`src/rtl/vg_pkg.sv`:
```
package vg_pkg;

  typedef enum logic [2:0] {
    ST_IDLE,
    ST_REQ,
    ST_WAIT,
    ST_COMMIT,
    ST_FALIGN,
    ST_FMEM
  } vg_state_e;

  // Lane address: base + extend(index) scaled by 1 or 4, modulo 2^64
  function automatic logic [63:0] vg_lane_addr(input logic [63:0] base,
                                               input logic [31:0] idx,
                                               input logic        sgn,
                                               input logic        scl4);
    logic [63:0] ext;
    ext = sgn ? {{32{idx[31]}}, idx} : {32'd0, idx};
    return base + (scl4 ? {ext[61:0], 2'b00} : ext);
  endfunction

  // Stack-pointer base must be 16-byte aligned when any lane is enabled
  function automatic logic vg_misaligned(input logic [63:0] base,
                                         input logic        is_sp,
                                         input logic        any_en);
    return is_sp && any_en && (base[3:0] != 4'd0);
  endfunction

endpackage

```
`src/rtl/vg_lane_pick.sv`:
```
module vg_lane_pick #(
  parameter int LANES = 8,
  parameter int LW    = 3
) (
  input  logic [LANES-1:0] mask_i,
  input  logic [LW:0]      from_i,
  output logic             found_o,
  output logic [LW-1:0]    lane_o
);
  // Lowest enabled lane at or above from_i
  always_comb begin
    found_o = 1'b0;
    lane_o  = '0;
    for (int k = LANES - 1; k >= 0; k--) begin
      if (mask_i[k] && ((LW+1)'(k) >= from_i)) begin
        found_o = 1'b1;
        lane_o  = LW'(k);
      end
    end
  end
endmodule

```
`src/rtl/vg_addr_gen.sv`:
```
module vg_addr_gen #(
  parameter int VL = 256,
  parameter int LW = 3
) (
  input  logic [63:0]   base_i,
  input  logic [VL-1:0] idx_vec_i,
  input  logic [LW-1:0] lane_i,
  input  logic          sgn_i,
  input  logic          scl4_i,
  output logic [63:0]   addr_o
);
  import vg_pkg::*;
  logic [31:0] lane_idx;
  assign lane_idx = idx_vec_i[32*int'(lane_i) +: 32];
  assign addr_o   = vg_lane_addr(base_i, lane_idx, sgn_i, scl4_i);
endmodule

```
`src/rtl/vg_result_buf.sv`:
```
module vg_result_buf #(
  parameter int LANES = 8,
  parameter int LW    = 3
) (
  input  logic               clk,
  input  logic               rst_n,
  input  logic               clr_i,
  input  logic               we_i,
  input  logic [LW-1:0]      lane_i,
  input  logic [31:0]        data_i,
  output logic [32*LANES-1:0] vec_o
);
  logic [31:0] word_q [LANES];

  for (genvar g = 0; g < LANES; g++) begin : g_lane
    always_ff @(posedge clk or negedge rst_n) begin
      if (!rst_n)                            word_q[g] <= '0;
      else if (clr_i)                        word_q[g] <= '0;
      else if (we_i && (lane_i == LW'(g)))   word_q[g] <= data_i;
    end
    assign vec_o[32*g +: 32] = word_q[g];
  end

  // a fresh operation starts from an all-zero vector
  a_r5_clear_zero: assert property (@(posedge clk) disable iff (!rst_n)
    clr_i |=> (vec_o == '0));
endmodule

```
`src/rtl/vgather_seq.sv`:
```
module vgather_seq #(
  parameter int VL = 256
) (
  input  logic               clk,
  input  logic               rst_n,
  input  logic               start_i,
  input  logic [63:0]        base_i,
  input  logic               base_is_sp_i,
  input  logic [VL-1:0]      idx_i,
  input  logic [VL/32-1:0]   lane_en_i,
  input  logic               idx_signed_i,
  input  logic               idx_scale4_i,
  output logic               busy_o,
  output logic               mem_req_valid_o,
  input  logic               mem_req_ready_i,
  output logic [63:0]        mem_req_addr_o,
  input  logic               mem_rsp_valid_i,
  input  logic [31:0]        mem_rsp_data_i,
  input  logic               mem_rsp_err_i,
  output logic               wr_en_o,
  output logic [VL-1:0]      wr_data_o,
  output logic               done_o,
  output logic               fault_align_o,
  output logic               fault_mem_o
);
  import vg_pkg::*;

  localparam int LANES = VL / 32;
  localparam int LW    = (LANES > 1) ? $clog2(LANES) : 1;

  vg_state_e          state_q, state_d;
  logic [63:0]        base_q;
  logic [VL-1:0]      idx_q;
  logic [LANES-1:0]   en_q;
  logic               sgn_q, scl_q;
  logic [LW-1:0]      lane_q, lane_d;

  // Named internal events
  logic               start_take, misal, req_fire, rsp_take, rsp_ok, rsp_bad;
  logic               first_found, nxt_found;
  logic [LW-1:0]      first_lane, nxt_lane;

  vg_lane_pick #(.LANES(LANES), .LW(LW)) u_first (
    .mask_i (lane_en_i),
    .from_i ('0),
    .found_o(first_found),
    .lane_o (first_lane)
  );

  vg_lane_pick #(.LANES(LANES), .LW(LW)) u_next (
    .mask_i (en_q),
    .from_i ({1'b0, lane_q} + (LW+1)'(1)),
    .found_o(nxt_found),
    .lane_o (nxt_lane)
  );

  vg_addr_gen #(.VL(VL), .LW(LW)) u_addr (
    .base_i   (base_q),
    .idx_vec_i(idx_q),
    .lane_i   (lane_q),
    .sgn_i    (sgn_q),
    .scl4_i   (scl_q),
    .addr_o   (mem_req_addr_o)
  );

  vg_result_buf #(.LANES(LANES), .LW(LW)) u_buf (
    .clk   (clk),
    .rst_n (rst_n),
    .clr_i (start_take),
    .we_i  (rsp_ok),
    .lane_i(lane_q),
    .data_i(mem_rsp_data_i),
    .vec_o (wr_data_o)
  );

  assign start_take = start_i && (state_q == ST_IDLE);
  assign misal      = vg_misaligned(base_i, base_is_sp_i, first_found);
  assign req_fire   = mem_req_valid_o && mem_req_ready_i;
  assign rsp_take   = (state_q == ST_WAIT) && mem_rsp_valid_i;
  assign rsp_ok     = rsp_take && !mem_rsp_err_i;
  assign rsp_bad    = rsp_take && mem_rsp_err_i;

  always_comb begin
    state_d = state_q;
    lane_d  = lane_q;
    unique case (state_q)
      ST_IDLE: begin
        if (start_take) begin
          if (misal)            state_d = ST_FALIGN;
          else if (first_found) begin
            state_d = ST_REQ;
            lane_d  = first_lane;
          end
          else                  state_d = ST_COMMIT;
        end
      end
      ST_REQ:  if (req_fire) state_d = ST_WAIT;
      ST_WAIT: begin
        if (rsp_bad)          state_d = ST_FMEM;
        else if (rsp_ok) begin
          if (nxt_found) begin
            state_d = ST_REQ;
            lane_d  = nxt_lane;
          end
          else state_d = ST_COMMIT;
        end
      end
      ST_COMMIT, ST_FALIGN, ST_FMEM: state_d = ST_IDLE;
      default: state_d = ST_IDLE;
    endcase
  end

  always_ff @(posedge clk or negedge rst_n) begin
    if (!rst_n) begin
      state_q <= ST_IDLE;
      lane_q  <= '0;
      base_q  <= '0;
      idx_q   <= '0;
      en_q    <= '0;
      sgn_q   <= 1'b0;
      scl_q   <= 1'b0;
    end else begin
      state_q <= state_d;
      lane_q  <= lane_d;
      if (start_take) begin
        base_q <= base_i;
        idx_q  <= idx_i;
        en_q   <= lane_en_i;
        sgn_q  <= idx_signed_i;
        scl_q  <= idx_scale4_i;
      end
    end
  end

  assign busy_o          = (state_q != ST_IDLE);
  assign mem_req_valid_o = (state_q == ST_REQ);
  assign wr_en_o         = (state_q == ST_COMMIT);
  assign done_o          = (state_q == ST_COMMIT);
  assign fault_align_o   = (state_q == ST_FALIGN);
  assign fault_mem_o     = (state_q == ST_FMEM);

  // only enabled lanes are ever requested
  a_r5_req_lane_enabled: assert property (@(posedge clk) disable iff (!rst_n)
    mem_req_valid_o |-> en_q[lane_q]);

  // a stalled request keeps its address
  a_r12_req_hold: assert property (@(posedge clk) disable iff (!rst_n)
    (mem_req_valid_o && !mem_req_ready_i) |=> (mem_req_valid_o && $stable(mem_req_addr_o)));

  // accepted request leaves nothing new on the port in the next cycle
  a_r12_one_outstanding: assert property (@(posedge clk) disable iff (!rst_n)
    req_fire |=> !mem_req_valid_o);

  // lanes advance upward
  a_r1_ascending: assert property (@(posedge clk) disable iff (!rst_n)
    (rsp_ok && nxt_found) |=> (lane_q > $past(lane_q)));

  // commit is a single-cycle pulse followed by idle
  a_r9_commit_single: assert property (@(posedge clk) disable iff (!rst_n)
    wr_en_o |=> (!wr_en_o && !busy_o));

  // alignment fault only follows a misaligned stack-pointer start with enabled lanes
  a_r7_align_cause: assert property (@(posedge clk) disable iff (!rst_n)
    fault_align_o |-> $past(start_i && base_is_sp_i && (base_i[3:0] != 4'd0) && (|lane_en_i)));

  // after a memory error neither commit nor new request
  a_r8_abort_quiet: assert property (@(posedge clk) disable iff (!rst_n)
    fault_mem_o |=> (!wr_en_o && !mem_req_valid_o));

  // configuration does not change while busy
  a_r11_latched: assert property (@(posedge clk) disable iff (!rst_n)
    (busy_o && $past(busy_o)) |-> $stable(en_q));

endmodule

```
`config.mk`:
```
export PLATFORM = sky130hd
export DESIGN_NAME = vgather_seq
export DESIGN_NICKNAME = d
export VERILOG_FILES = /design/src/rtl/vg_pkg.sv /design/src/rtl/vg_lane_pick.sv /design/src/rtl/vg_addr_gen.sv /design/src/rtl/vg_result_buf.sv /design/src/rtl/vgather_seq.sv
export SDC_FILE = /design/constraint.sdc
export NUM_CORES = 1
export LEC_CHECK = 0
export BUFFER_PORTS_ARGS = -buffer_cell sky130_fd_sc_hd__buf_2
export CAP_MARGIN = 20
export CORE_AREA = 3 3 266 268
export CTS_CLUSTER_SIZE = 25
export DETAILED_ROUTE_END_ITERATION = 12
export DIE_AREA = 0 0 269 271
export PLACE_DENSITY = 0.63
export SLEW_MARGIN = 5
export SYNTH_ARGS = -nofsm -noshare
export SYNTH_HDL_FRONTEND = slang
export SYNTH_SLANG_ARGS = --single-unit
```
`constraint.sdc`:
```
create_clock -name clk -period 6.3 [get_ports clk]
set_clock_uncertainty 0.1 [all_clocks]
set_input_delay 1.26 -clock clk [delete_from_list [all_inputs] [get_ports clk]]
set_output_delay 1.26 -clock clk [all_outputs]
set_load 0.02 [all_outputs]
```
==> Word level (Yosys, flattened, before mapping) <==
Index checks and enable logic that the tools add are counted.
{ "totals": {"register_bits": 592, "latch_bits": 0, "mem_bits_rw": 0, "romBits": 0, "input_bits": 369, "out_inout_bits": 326, "elab_cells": 150, "memories": 0} }
{ "op_classes": {"n_addsub": 2, "mul": 0, "n_div": 0, "n_lt_le_gt_ge": 8, "eq_ne": 20, "n_shift": 1, "mux": 65, "bitwise": 0, "n_reduce_logical": 39} }
{ "op_table": {"columns": ["op", "n"], "rows": [
  ["$mux W32", 16],
  ["$shiftx A256 B9 Y32", 1],
  ["$mux W64", 2],
  ["$mux W3", 27],
  ["$add A64 B64 Y64", 1],
  ["$logic_and A1 B1 Y1", 23],
  ["$eq A3 B3 Y1 const B", 6],
  ["$reduce_bool A2 Y1", 9],
  ["$ge A3 B4 Y1 const A", 4],
  ["$mux W1", 16],
  ["$eq A3 B2 Y1 const B", 4],
  ["$ne A2 B2 Y1 const B", 5],
  ["$pmux W3 S3", 1],
  ["$ge A1 B4 Y1 const A", 2],
  ["$ge A2 B4 Y1 const A", 2],
  ["$reduce_and A7 Y1", 1],
  ["$eq A3 B1 Y1 const B", 2],
  ["$logic_not A3 Y1", 2],
  ["$pmux W3 S2", 1],
  ["$add A3 B1 Y4 const B", 1],
  ["$mux W2", 2],
  ["$ne A2 B1 Y1 const B", 2],
  ["$reduce_bool A4 Y1", 1],
  ["$ne A3 B2 Y1 const B", 1],
  ["other kinds (3)", 3]
]} }

==> Longest topological paths before layout <==
{ "logic_depth": {"depth_word": 15, "ltp_mapped": 20, "ltp_nobuf": 16} }

==> By module <==
Synthesis repeated with hierarchy kept, for this count alone.
{ "hier_totals": {"hier_cells": 2452, "area_unflattened_um2": 30968.5} }
{ "by_module_without_submodules": {"columns": ["module", "instances", "cells_per_inst", "area_per_inst_um2", "seq_area_each_um2"], "rows": [
  ["vgather_seq", 1, 746, 12911.1, 8408.1],
  ["vg_result_buf", 1, 907, 11308.3, 6406.1],
  ["vg_addr_gen", 1, 723, 6276.0, 0.0],
  ["vg_lane_pick", 2, 38, 236.5, 0.0]
]} }

==> Least setup slack after synthesis <==
No wires, ideal clock.
{ "synth_path": {"kind": "register -> output", "startpoint": "reg lane_q[0]", "endpoint": "out mem_req_addr_o[45]", "arrival_time_ns": 4.723, "required_ns": 4.940, "slack_ns": 0.217, "path_stages_with_launch": 19, "path_buffers": 4, "path_cell_list": "dfrtp_1 buf_2 buf_2 buf_2 mux4_2 mux2i_1 a21oi_1 ha_1 buf_6 a21oi_2 o21ai_1 a21o_1 a21o_1 a221o_1 a221o_1 a21oi_2 nor2_1 a211o_1 a311oi_1"} }
{ "synth_between": {"elab_chain_len": 4} }
{ "synth_lines": {"columns": ["element", "line_no", "source"], "rows": [
  ["from (decl)", "vgather_seq.sv:36", "logic [LW-1:0] lane_q, lane_d;"],
  ["from (signal assigned)", "vgather_seq.sv:124", "lane_q <= lane_d;"],
  ["$shiftx A256 B9 Y32", "vg_addr_gen.sv:14", "assign lane_idx = idx_vec_i[32*int'(lane_i) +: 32];"],
  ["$mux W64", "vg_pkg.sv:18", "ext = sgn ? {{32{idx[31]}}, idx} : {32'd0, idx};"],
  ["$mux W64", "vg_pkg.sv:19", "return base + (scl4 ? {ext[61:0], 2'b00} : ext);"],
  ["$add A64 B64 Y64", "vg_pkg.sv:19", null],
  ["to (decl)", "vgather_seq.sv:16", "output logic [63:0] mem_req_addr_o,"]
]} }
Every way passes these cells.

==> Worst setup path after layout <==
{ "layout_path": {"startpoint": "reg lane_q[0]", "endpoint": "out mem_req_addr_o[37]"} }
The elaborated chain is that of the path after synthesis.

==> metrics <==
vias in the first global route 23500; width of the chip 269 um; total number of vias 23700; CTS H-Tree Depth 3; CTS tree done; die height 271 um; Tcrit/Tclk final 101%; post-layout util 54.7%; site row count 96; min cycle time layout 6.36 ns; most common library cell in the layout ignoring fill and taps buf_2; Setup Viol. Count Final 5; Worst slew margin between 40 and 50%; DP HPWL 72300 um; Num CTS Buffers 67; crit-path max FO 7; GRT Total Usage 26.6%; GRT Residual Overflow 0; I/O pin cnt 695; CP required between 4 and 5 ns; synth warn 0; Async SR Flop Fraction 100%; Place WS 0.0435 ns; most frequent cells in the layout buf_2 (670), dfrtp_1 (589), nand2_1 (575); Post-Syn Instances 2646; Slew Viols, Final 0; GPL Wtd Cong 0.922; Die Footprint 72900 um2; fmax 157 MHz; WP data arrival 5.00 ns; Initial Util 42.6%; mapped cell area 29200 um2; Worst setup SP type flop; Worst Path Class, Setup reg -> out; unrepaired setup endpoints after global routing true; synthesized area per cell 11.1 um2; CTS max path bufs 3; Fillers 5962; R2R depth 11; pin count of the biggest net entering global routing 149; Unique masters post-synth 75; Clk Latency, worst-skew pair approximately 0.60 ns; Iter 0 DRT Violations 1957; crit path capture type output port; Port Buffer Count slightly below 700; max-cap violation count 0; hold path cells 1; Seq/Total Area, Yosys 50.7%; antenna violations before repair 20; layout cells sized above 1 roughly 44%; syn_nets approximately 3000; Clock Pin Slew Worst Setup and Hold Paths 0.06 ns; count of state elements after synthesis 592; Sink Count 592; R2R setup slack 3.13 ns; hold_ws around 0.4 ns; Routed WL 99800 um; EDFF count, synth 0; failing checks setup timing; DR WL/cell 23.0 um; Final Hold Vio Count 0; Synth Flop Type dfrtp_1; core area about 69000 um2; Clk Tree Root Cell clkbuf_16; Worst Tran Pin Value 0.819 ns; status complete, but fails checks; Area Overhead vs Synth 28.3%; Nets 3784; worst hold path type reg -> reg; Final ANT Viol Nets 0; drt via density between 5 and 6; final setup margin -0.0636 ns; drt first pass iters 5; DR DRC count 0; global-route wire length before repair 147000 um
==> critical path, cell delays in order (launching register included) <==
cell and delay [ns]:
dfrtp_4 0.42, buf_12 0.16, buf_12 0.14, mux4_2 0.53, mux4_2 0.51, ha_4 0.26, buf_6 0.12, a211o_1 0.26
a21oi_2 0.13, o21ai_2 0.08, a21oi_4 0.19, o21a_2 0.19, o21ai_4 0.07, a2111oi_4 0.30, buf_6 0.18, nor2_4 0.08
a2111oi_2 0.35, and4b_1 0.25, buf_2 0.17
==> cell usage after synthesis (all sizes together), types with 3 or more instances <==
cell type | number | share of area, %
nand4 | 20 | 0.43
buf | 91 | 1.8
clkbuf | 115 | 1.5
nor2b | 14 | 0.30
a21o | 52 | 1.3
nor2 | 49 | 0.64
and3 | 11 | 0.24
a311oi | 3 | 0.11
nand3 | 17 | 0.29
nor3 | 19 | 0.33
mux4 | 86 | 6.6
o21a | 8 | 0.21
o31ai | 6 | 0.25
a221oi | 4 | 0.12
a31o | 4 | 0.12
a41oi | 3 | 0.090
nand2b | 7 | 0.15
nand2 | 580 | 7.5
a21oi | 340 | 5.9
a2111oi | 4 | 0.21
a211o | 3 | 0.090
mux2i | 14 | 0.48
mux2 | 330 | 13
o21ai | 44 | 0.78
a21boi | 6 | 0.17
nor3b | 3 | 0.077
xnor2 | 37 | 1.1
inv | 20 | 0.26
ha | 71 | 3.0
and4 | 4 | 0.12
o22ai | 3 | 0.064
xor2 | 22 | 0.66
a31oi | 14 | 0.32
and2 | 11 | 0.24
a211oi | 5 | 0.13
o21bai | 8 | 0.21
dfrtp | 592 | 51
==> registers in the layout, indices dropped and copies added, names as in the netlist <==
name	cells
sgn_q	1
scl_q	1
base_q	64
state_q	3
u_buf.vec_o	256
lane_q	3
idx_q	256
en_q	8
==> cell type report <==
class,count,area (um2),area share [%]
clock inverter,22,292,0.777
multi-input combinational,1828,14200,38.0
timing repair buffer,834,4960,13.2
antenna,14,35.0,0.0934
clock buffer,94,1920,5.11
sequential,592,14800,39.5
tap,931,1160,3.11
inverter,20,78.8,0.210
==> through the flow <==
stage                     cell area (um2)  instances  setup TNS [ns]
after floorplan                     29200       2646               0
after global placement              33600       4131               0
after detailed placement            33600       4131               0
after CTS                           36900       4281           -1.17
after global routing                37500       4333           -3.07
final                               37500       4335          -0.166
==> kinds of logic (layout without fill, tap and decap cells) <==
logic type,after synthesis,count (layout),synth area share (%)
xor gates and xnor gates,59,59,1.77
adders and majority gates,72,72,3.11
buffers and inverters,226,970,3.54
muxes,430,430,19.8
DFF,592,592,50.7
other,0,14,0
AOI/OAI and AO/OA,522,522,10.6
and+or+nand+nor,745,745,10.5
==> timing repair <==
item | in CTS | in global routing
setup buffers | 29 | 42
pin swaps | 43 | 54
endpoints found under the setup margin | 34 | 28
hold buffers | 0 | 0
gates cloned | 5 | 0
resized for setup | 132 | 69
==> worst paths after layout <==
kind	start	end
worst max-delay path	lane_q[0]	mem_req_addr_o[37]
worst min-delay path	idx_q[23]	idx_q[23]
worst max register to register	lane_q[0]	lane_q[0]
worst min register to register	idx_q[23]	idx_q[23]
max in group asynchronous	rst_n	idx_q[247]
min in group asynchronous	rst_n	u_buf.vec_o[155]
==> per-layer routing <==
metal	up-vias	global-route usage, %	routed length, um
li1	10700	-	-
met1	11900	33.3	40000
met2	877	44.1	48600
met3	205	6.05	6670
met4	14	11.7	4410
met5	-	0	88
Power is not shown: default switching activity piles up to over one toggle a cycle in this logic, so the estimate is an artifact.
